File: config.mk
export PLATFORM = sky130hd
export DESIGN_NAME = rx_fifo_trig
export DESIGN_NICKNAME = d
export VERILOG_FILES = /design/src/rtl/rxf_pkg.sv /design/src/rtl/rxf_ctrl.sv /design/src/rtl/rxf_storage.sv /design/src/rtl/rxf_status.sv /design/src/rtl/rx_fifo_trig.sv
export SDC_FILE = /design/constraint.sdc
export NUM_CORES = 1
export LEC_CHECK = 0
export BUFFER_PORTS_ARGS = -buffer_cell sky130_fd_sc_hd__buf_4
export CORE_MARGIN = 2
export CORE_UTILIZATION = 25
export CTS_CLUSTER_DIAMETER = 30
export DETAILED_ROUTE_END_ITERATION = 12
export PLACE_DENSITY = 0.37
export SYNTH_ARGS = -nofsm -noshare
export SYNTH_HDL_FRONTEND = slang
export SYNTH_SLANG_ARGS = --single-unit
File: constraint.sdc
create_clock -name clk -period 4.5 [get_ports clk]
set_input_delay 1.125 -clock clk [delete_from_list [all_inputs] [get_ports clk]]
set_output_delay 1.125 -clock clk [all_outputs]
set_load 0.01 [all_outputs]
File: src/rtl/rxf_pkg.sv
package rxf_pkg;

  typedef enum logic [1:0] {
    TRIG_ONE      = 2'b00,
    TRIG_QUARTER  = 2'b01,
    TRIG_HALF     = 2'b10,
    TRIG_NEARFULL = 2'b11
  } trig_sel_e;

  localparam int unsigned LS_READY = 0;
  localparam int unsigned LS_OVR   = 1;
  localparam int unsigned LS_PAR   = 2;
  localparam int unsigned LS_FRM   = 3;
  localparam int unsigned LS_BRK   = 4;
  localparam int unsigned LS_ANY   = 7;

  localparam int unsigned CTL_EN     = 0;
  localparam int unsigned CTL_RXCLR  = 1;
  localparam int unsigned CTL_TXCLR  = 2;
  localparam int unsigned CTL_TRG_LO = 6;

  // Threshold for a given selection, scaled to the buffer depth.
  function automatic int unsigned trig_level(trig_sel_e sel, int unsigned depth);
    int unsigned lvl;
    case (sel)
      TRIG_ONE:     lvl = 1;
      TRIG_QUARTER: lvl = depth / 4;
      TRIG_HALF:    lvl = depth / 2;
      default:      lvl = (depth > 2) ? depth - 2 : depth;
    endcase
    if (lvl == 0) lvl = 1;
    return lvl;
  endfunction

endpackage

File: src/rtl/rxf_ctrl.sv
module rxf_ctrl #(
  parameter int unsigned DEPTH = 16,
  localparam int unsigned PW = (DEPTH > 1) ? $clog2(DEPTH) : 1,
  localparam int unsigned CW = $clog2(DEPTH + 1)
) (
  input  logic          clk,
  input  logic          rst_n,
  input  logic          fifo_en,
  input  logic          clr,
  input  logic          push_req,
  input  logic          pop_req,
  output logic          push_ok,
  output logic          pop_ok,
  output logic          overrun_evt,
  output logic [PW-1:0] wr_ptr,
  output logic [PW-1:0] rd_ptr,
  output logic [CW-1:0] count
);

  logic [CW-1:0] cap;
  logic          has_room;

  assign cap         = fifo_en ? CW'(DEPTH) : CW'(1);
  assign has_room    = (count < cap);
  assign push_ok     = push_req && has_room && !clr;
  assign overrun_evt = push_req && !has_room && !clr;
  assign pop_ok      = pop_req && (count != '0) && !clr;

  function automatic logic [PW-1:0] advance(input logic [PW-1:0] p);
    return (p == PW'(DEPTH - 1)) ? '0 : p + PW'(1);
  endfunction

  always_ff @(posedge clk or negedge rst_n) begin
    if (!rst_n) begin
      wr_ptr <= '0;
      rd_ptr <= '0;
      count  <= '0;
    end else if (clr) begin
      wr_ptr <= '0;
      rd_ptr <= '0;
      count  <= '0;
    end else begin
      if (push_ok) wr_ptr <= advance(wr_ptr);
      if (pop_ok)  rd_ptr <= advance(rd_ptr);
      case ({push_ok, pop_ok})
        2'b10:   count <= count + CW'(1);
        2'b01:   count <= count - CW'(1);
        default: count <= count;
      endcase
    end
  end

endmodule

File: src/rtl/rxf_storage.sv
module rxf_storage #(
  parameter int unsigned DEPTH = 16,
  parameter int unsigned EW    = 11,
  localparam int unsigned PW = (DEPTH > 1) ? $clog2(DEPTH) : 1
) (
  input  logic          clk,
  input  logic          rst_n,
  input  logic          we,
  input  logic [PW-1:0] wr_ptr,
  input  logic [EW-1:0] wdata,
  input  logic [PW-1:0] rd_ptr,
  output logic [EW-1:0] rdata
);

  logic [EW-1:0] slots [DEPTH];

  for (genvar g = 0; g < DEPTH; g++) begin : g_slot
    always_ff @(posedge clk or negedge rst_n) begin
      if (!rst_n)
        slots[g] <= '0;
      else if (we && (wr_ptr == PW'(g)))
        slots[g] <= wdata;
    end
  end

  assign rdata = slots[rd_ptr];

endmodule

File: src/rtl/rxf_status.sv
module rxf_status #(
  parameter int unsigned DEPTH = 16,
  localparam int unsigned CW = $clog2(DEPTH + 1)
) (
  input  logic          clk,
  input  logic          rst_n,
  input  logic          clr,
  input  logic          push_ok,
  input  logic          push_err,
  input  logic          pop_ok,
  input  logic [2:0]    head_flags,
  input  logic [CW-1:0] count,
  input  logic          overrun_evt,
  input  logic          lsr_rd,
  input  logic [CW-1:0] trig_lvl,
  output logic [7:0]    lsr_status,
  output logic          rx_irq
);
  import rxf_pkg::*;

  logic          ovr_q;
  logic          hide_q;
  logic [CW-1:0] err_cnt;
  logic          nonempty;
  logic          head_err;
  logic          head_vis;
  logic [CW-1:0] other_errs;

  assign nonempty   = (count != '0);
  assign head_err   = nonempty && (|head_flags);
  assign head_vis   = nonempty && !hide_q;
  assign other_errs = err_cnt - CW'(head_err);

  // Overrun: a new overrun takes priority over the read-clear.
  always_ff @(posedge clk or negedge rst_n) begin
    if (!rst_n)           ovr_q <= 1'b0;
    else if (overrun_evt) ovr_q <= 1'b1;
    else if (lsr_rd)      ovr_q <= 1'b0;
  end

  // Head flags are hidden after a status read until the head changes.
  always_ff @(posedge clk or negedge rst_n) begin
    if (!rst_n)                         hide_q <= 1'b0;
    else if (clr || pop_ok || !nonempty) hide_q <= 1'b0;
    else if (lsr_rd)                    hide_q <= 1'b1;
  end

  // Number of held entries that carry any error flag.
  always_ff @(posedge clk or negedge rst_n) begin
    if (!rst_n)   err_cnt <= '0;
    else if (clr) err_cnt <= '0;
    else          err_cnt <= err_cnt + CW'(push_ok && push_err) - CW'(pop_ok && head_err);
  end

  always_comb begin
    lsr_status           = '0;
    lsr_status[LS_READY] = nonempty;
    lsr_status[LS_OVR]   = ovr_q;
    lsr_status[LS_PAR]   = head_vis && head_flags[0];
    lsr_status[LS_FRM]   = head_vis && head_flags[1];
    lsr_status[LS_BRK]   = head_vis && head_flags[2];
    lsr_status[LS_ANY]   = (head_vis && head_err) || (other_errs != '0);
  end

  assign rx_irq = (count >= trig_lvl);

endmodule

File: src/rtl/rx_fifo_trig.sv
module rx_fifo_trig #(
  parameter int unsigned DEPTH  = 16,
  parameter int unsigned DATA_W = 8
) (
  input  logic              clk,
  input  logic              rst_n,
  input  logic              in_valid,
  output logic              in_ready,
  input  logic [DATA_W-1:0] in_data,
  input  logic              in_perr,
  input  logic              in_ferr,
  input  logic              in_brk,
  output logic              out_valid,
  input  logic              out_ready,
  output logic [DATA_W-1:0] out_data,
  input  logic              ctl_wr,
  input  logic [7:0]        ctl_data,
  output logic              tx_flush,
  input  logic              lsr_rd,
  output logic [7:0]        lsr_status,
  output logic              rx_irq
);
  import rxf_pkg::*;

  localparam int unsigned PW = (DEPTH > 1) ? $clog2(DEPTH) : 1;
  localparam int unsigned CW = $clog2(DEPTH + 1);
  localparam int unsigned EW = DATA_W + 3;

  logic          fifo_en_q;
  trig_sel_e     trig_sel_q;
  logic          clr;
  logic          push_ok, pop_ok, overrun_evt;
  logic [PW-1:0] wr_ptr, rd_ptr;
  logic [CW-1:0] count;
  logic [CW-1:0] trig_lvl;
  logic [EW-1:0] wdata, rdata;

  // Control register: mode and threshold; clear strobes are not stored.
  always_ff @(posedge clk or negedge rst_n) begin
    if (!rst_n) begin
      fifo_en_q  <= 1'b0;
      trig_sel_q <= TRIG_ONE;
    end else if (ctl_wr) begin
      fifo_en_q  <= ctl_data[CTL_EN];
      trig_sel_q <= trig_sel_e'(ctl_data[CTL_TRG_LO +: 2]);
    end
  end

  assign clr      = ctl_wr && (ctl_data[CTL_RXCLR] || (ctl_data[CTL_EN] != fifo_en_q));
  assign tx_flush = ctl_wr && ctl_data[CTL_TXCLR];
  assign trig_lvl = fifo_en_q ? CW'(trig_level(trig_sel_q, DEPTH)) : CW'(1);

  rxf_ctrl #(.DEPTH(DEPTH)) u_ctrl (
    .clk         (clk),
    .rst_n       (rst_n),
    .fifo_en     (fifo_en_q),
    .clr         (clr),
    .push_req    (in_valid),
    .pop_req     (out_ready),
    .push_ok     (push_ok),
    .pop_ok      (pop_ok),
    .overrun_evt (overrun_evt),
    .wr_ptr      (wr_ptr),
    .rd_ptr      (rd_ptr),
    .count       (count)
  );

  assign wdata = {in_brk, in_ferr, in_perr, in_data};

  rxf_storage #(.DEPTH(DEPTH), .EW(EW)) u_store (
    .clk    (clk),
    .rst_n  (rst_n),
    .we     (push_ok),
    .wr_ptr (wr_ptr),
    .wdata  (wdata),
    .rd_ptr (rd_ptr),
    .rdata  (rdata)
  );

  rxf_status #(.DEPTH(DEPTH)) u_status (
    .clk         (clk),
    .rst_n       (rst_n),
    .clr         (clr),
    .push_ok     (push_ok),
    .push_err    (in_perr || in_ferr || in_brk),
    .pop_ok      (pop_ok),
    .head_flags  (rdata[EW-1 -: 3]),
    .count       (count),
    .overrun_evt (overrun_evt),
    .lsr_rd      (lsr_rd),
    .trig_lvl    (trig_lvl),
    .lsr_status  (lsr_status),
    .rx_irq      (rx_irq)
  );

  assign out_data  = rdata[DATA_W-1:0];
  assign out_valid = (count != '0);
  assign in_ready  = fifo_en_q ? (count < CW'(DEPTH)) : (count == '0);

endmodule

==> flow_summary.json <==
{
  "status": "finished clean",
  "yosys.area_share.simple_pct": 5.61,
  "fin_crit_sh_pct": 94.4,
  "p_per_area_nw_per_um2": 524,
  "grt_max_degree": 102,
  "num-nets-final": 774,
  "cts-root-buf": "clkbuf_16",
  "rsz0062_at_grt": "no",
  "drive_above_1_share_pct": 46.5,
  "wl_per_cell_um": 20.5,
  "synth_cells": 676,
  "ff2ff_setup_slack_ns": 0.75,
  "synth.avg_cell_area_um2": 14.6,
  "start_util_pct": 25.4,
  "synth_area_leaders": "dfrtp_1, mux2_2, mux4_2",
  "avgViaCountPerCell": 4.61,
  "place_hpwl_um": 16600,
  "hold_viol": 0,
  "endpoint": "lsr_status[7]",
  "synth_edf_count": 0,
  "cap_violations": 0,
  "setup_slack_ns": 0.251,
  "n_antenna_cell": 0,
  "cts.htree.levels": 4,
  "grt_pass1_wl_um": 39800,
  "cts_hold_buf": 0,
  "ys.flop_type": "dfrtp_1",
  "clock_sinks": 199,
  "period_needed_ns": 4.25,
  "clk_pin_slew_worst_paths_ns": 0.08,
  "synth_area_um2": 9840,
  "max_freq_mhz": 235,
  "r2r_cells": 15,
  "coreArea_um2": 38700,
  "ys.warnings.count": 0,
  "clockBufferDepth": 2,
  "hold_class": "flop to flop",
  "tns_ns": 0,
  "crit_path_max_fanout": 11,
  "slew_violations": 0,
  "area_growth_pct": 15.4,
  "die_y_um": 202,
  "critPathLaunchType": "flop",
  "fp.dieW_um": 202,
  "crit_type": "flop to output port",
  "crit_start": "u_ctrl.rd_ptr[2]$_DFFE_PN0P_",
  "yosys.area.top_type": "dfrtp_1",
  "synth_compound_area_share_pct": 2.80,
  "synth_top_area_share_pct": 50.6,
  "peakVddDrop_uv": 260,
  "leakage_nw": 5.13,
  "crit_required_ns": 3.38,
  "cts_inserted_buffers": 17,
  "antenna_left": 0,
  "final_cells": 1257,
  "via_count": 5797,
  "seq_area_frac_synth_pct": 50.6,
  "timing.rr.start": "u_ctrl.rd_ptr[2]$_DFFE_PN0P_",
  "die_area_um2": 41000,
  "synth_top_family_by_area": "multiplexers",
  "holdPathStages": 1,
  "synthXorXnorAreaFrac_pct": 0.890,
  "tritoncts": "yes",
  "dr.pass1.iters": 4,
  "tightest_slew_ns": 0.915,
  "fin_worst_skew_ns": 0.0132,
  "muxShareOfSynthArea_pct": 32.9,
  "row_count": 72,
  "grt_pass1_vias": 6241,
  "grt_util_all_layers_pct": 13.1,
  "drt_iter0_markers": 218,
  "setup_violations": 0,
  "crit_path_end_kind": "output port",
  "grt_overflow": 0,
  "crit_arrival_ns": 3.12,
  "async_flop_share_pct": 100,
  "synthAdderAreaFrac_pct": 3.08,
  "synth_cell_type_count": 52,
  "dp_cells": 1219,
  "drc": 0,
  "ys_ff_latch": 199,
  "totalWireLength_um": 25700,
  "io_buffers": 39,
  "finalWeightedCongestion": 0.745,
  "place_ws_ns": 0.595,
  "clk-insertion-delay-late_ns": 0.44,
  "max-slew-margin-rel_pct": 39.0,
  "io_pins": 45,
  "antenna_found_initial": 0,
  "crit-reg2reg-capture": "u_status.err_cnt[4]$_DFF_PN0_"
}
worst min path at each step:
stage                                     end                            from
4_1_cts        u_store.slots[141]$_DFFE_PN0P_  u_store.slots[141]$_DFFE_PN0P_
3_3_place_gp   u_store.slots[142]$_DFFE_PN0P_  u_store.slots[142]$_DFFE_PN0P_
6_report       u_store.slots[141]$_DFFE_PN0P_  u_store.slots[141]$_DFFE_PN0P_
2_1_floorplan  u_store.slots[140]$_DFFE_PN0P_  u_store.slots[140]$_DFFE_PN0P_
3_5_place_dp   u_store.slots[141]$_DFFE_PN0P_  u_store.slots[141]$_DFFE_PN0P_
5_1_grt        u_store.slots[141]$_DFFE_PN0P_  u_store.slots[141]$_DFFE_PN0P_
where the power goes:
part	leakage, nW	internal (mW)	switching (mW)
sequential	2.70	2.10	0.201
clock	0.271	0.779	0.721
combinational	2.16	1.11	1.04
state kept, by name (all words and copies together) (netlist names), 2 cells and up:
register and cells:
u_status.err_cnt 5, u_store.slots 176, trig_sel_q 2, u_ctrl.count 5, u_ctrl.rd_ptr 4, u_ctrl.wr_ptr 4
logic make-up after synthesis:
family                     count (synthesis)
AOI/OAI and AO/OA                         43
muxes                                    232
and+or+nand+nor                          102
DFF                                      199
buffers and inverters                     66
xor gates and xnor gates                  10
adders and majority gates                 23
other                                      1
area by class of cell:
| type | instances | area [um^2] |
|---|---|---|
| Clock buffer | 21 | 440 |
| Clock inverter | 11 | 119 |
| Fill cell | 3917 | 27400 |
| Inverter | 17 | 63.8 |
| Multi-Input combinational cell | 412 | 4460 |
| Sequential cell | 199 | 4980 |
| Tap cell | 518 | 648 |
| Timing Repair Buffer | 79 | 631 |
metrics by stage:
stage | total power, mW | cell area [um^2] | hold WS (ns) | utilization (%)
after detailed placement | 4.46 | 10700 | 0.481 | 27.7
after floorplan | 3.73 | 9840 | 0.459 | -
after CTS | 6.00 | 11300 | 0.497 | 29.1
after global routing | 6.36 | 11300 | 0.511 | 29.3
final | 5.95 | 11300 | 0.497 | 29.3
after global placement | 4.40 | 10700 | 0.470 | 27.7
cells in the final DEF (no fill, tap or decap), types with 3 or more instances in the layout:
| master | n |
|---|---|
| xor2_1 | 4 |
| clkbuf_16 | 17 |
| xnor2_1 | 6 |
| inv_1 | 17 |
| o21ai_0 | 9 |
| mux2_2 | 164 |
| mux2_1 | 4 |
| nor2_1 | 31 |
| a22oi_1 | 3 |
| nor3b_1 | 5 |
| nand2_1 | 23 |
| ha_1 | 21 |
| inv_6 | 3 |
| nor2b_1 | 4 |
| nand3_1 | 16 |
| a21oi_1 | 15 |
| clkbuf_1 | 4 |
| nor3_1 | 4 |
| mux4_2 | 52 |
| dfrtp_1 | 197 |
| mux2_4 | 10 |
| buf_4 | 75 |
| and2_1 | 3 |
critical path, cell delays in order, from the launching register on:
cell	delay (ns)
dfrtp_1	0.74
buf_4	0.28
mux4_2	0.32
nand2_1	0.08
nand3_1	0.14
nor3_2	0.23
nor2_1	0.07
ha_1	0.19
nor4_1	0.23
a41oi_1	0.07
nor2_1	0.12
o31ai_1	0.07
buf_4	0.15
what timing repair did:
action                                  4_1_cts  5_1_grt
endpoints found under the setup margin        0        1
setup buffers                                 0        6
resized for setup                             0        1
metal layers:
| layer | vias up | global-route usage [%] | wire length [um] |
|---|---|---|---|
| li1 | 2554 | - | - |
| met1 | 3143 | 18.3 | 12400 |
| met2 | 86 | 20.8 | 12100 |
| met3 | 14 | 2.48 | 823 |
| met4 | 0 | 3.28 | 318 |
| met5 | - | 0 | 0 |
cell usage after synthesis, types with 2 or more instances:
master / instances
ha_1: 21
o21a_1: 2
nor2_1: 31
fa_1: 2
dfrtp_1: 199
nor2b_1: 4
buf_4: 16
nor3_1: 5
o211ai_1: 2
a21oi_1: 15
nand4b_1: 2
mux2i_1: 2
nand2_1: 23
inv_1: 17
a22oi_1: 3
o21ai_0: 9
a21o_1: 2
mux2_4: 10
clkbuf_1: 9
clkdlybuf4s50_2: 10
nand3_1: 16
nor4b_4: 2
mux4_2: 52
nor3b_1: 5
xnor2_1: 6
or3_1: 2
buf_2: 11
xor2_1: 4
buf_1: 2
and2_1: 3
mux2_1: 4
nor4_1: 2
mux2_2: 164
Note: power is estimated with default switching activity, not from simulation.
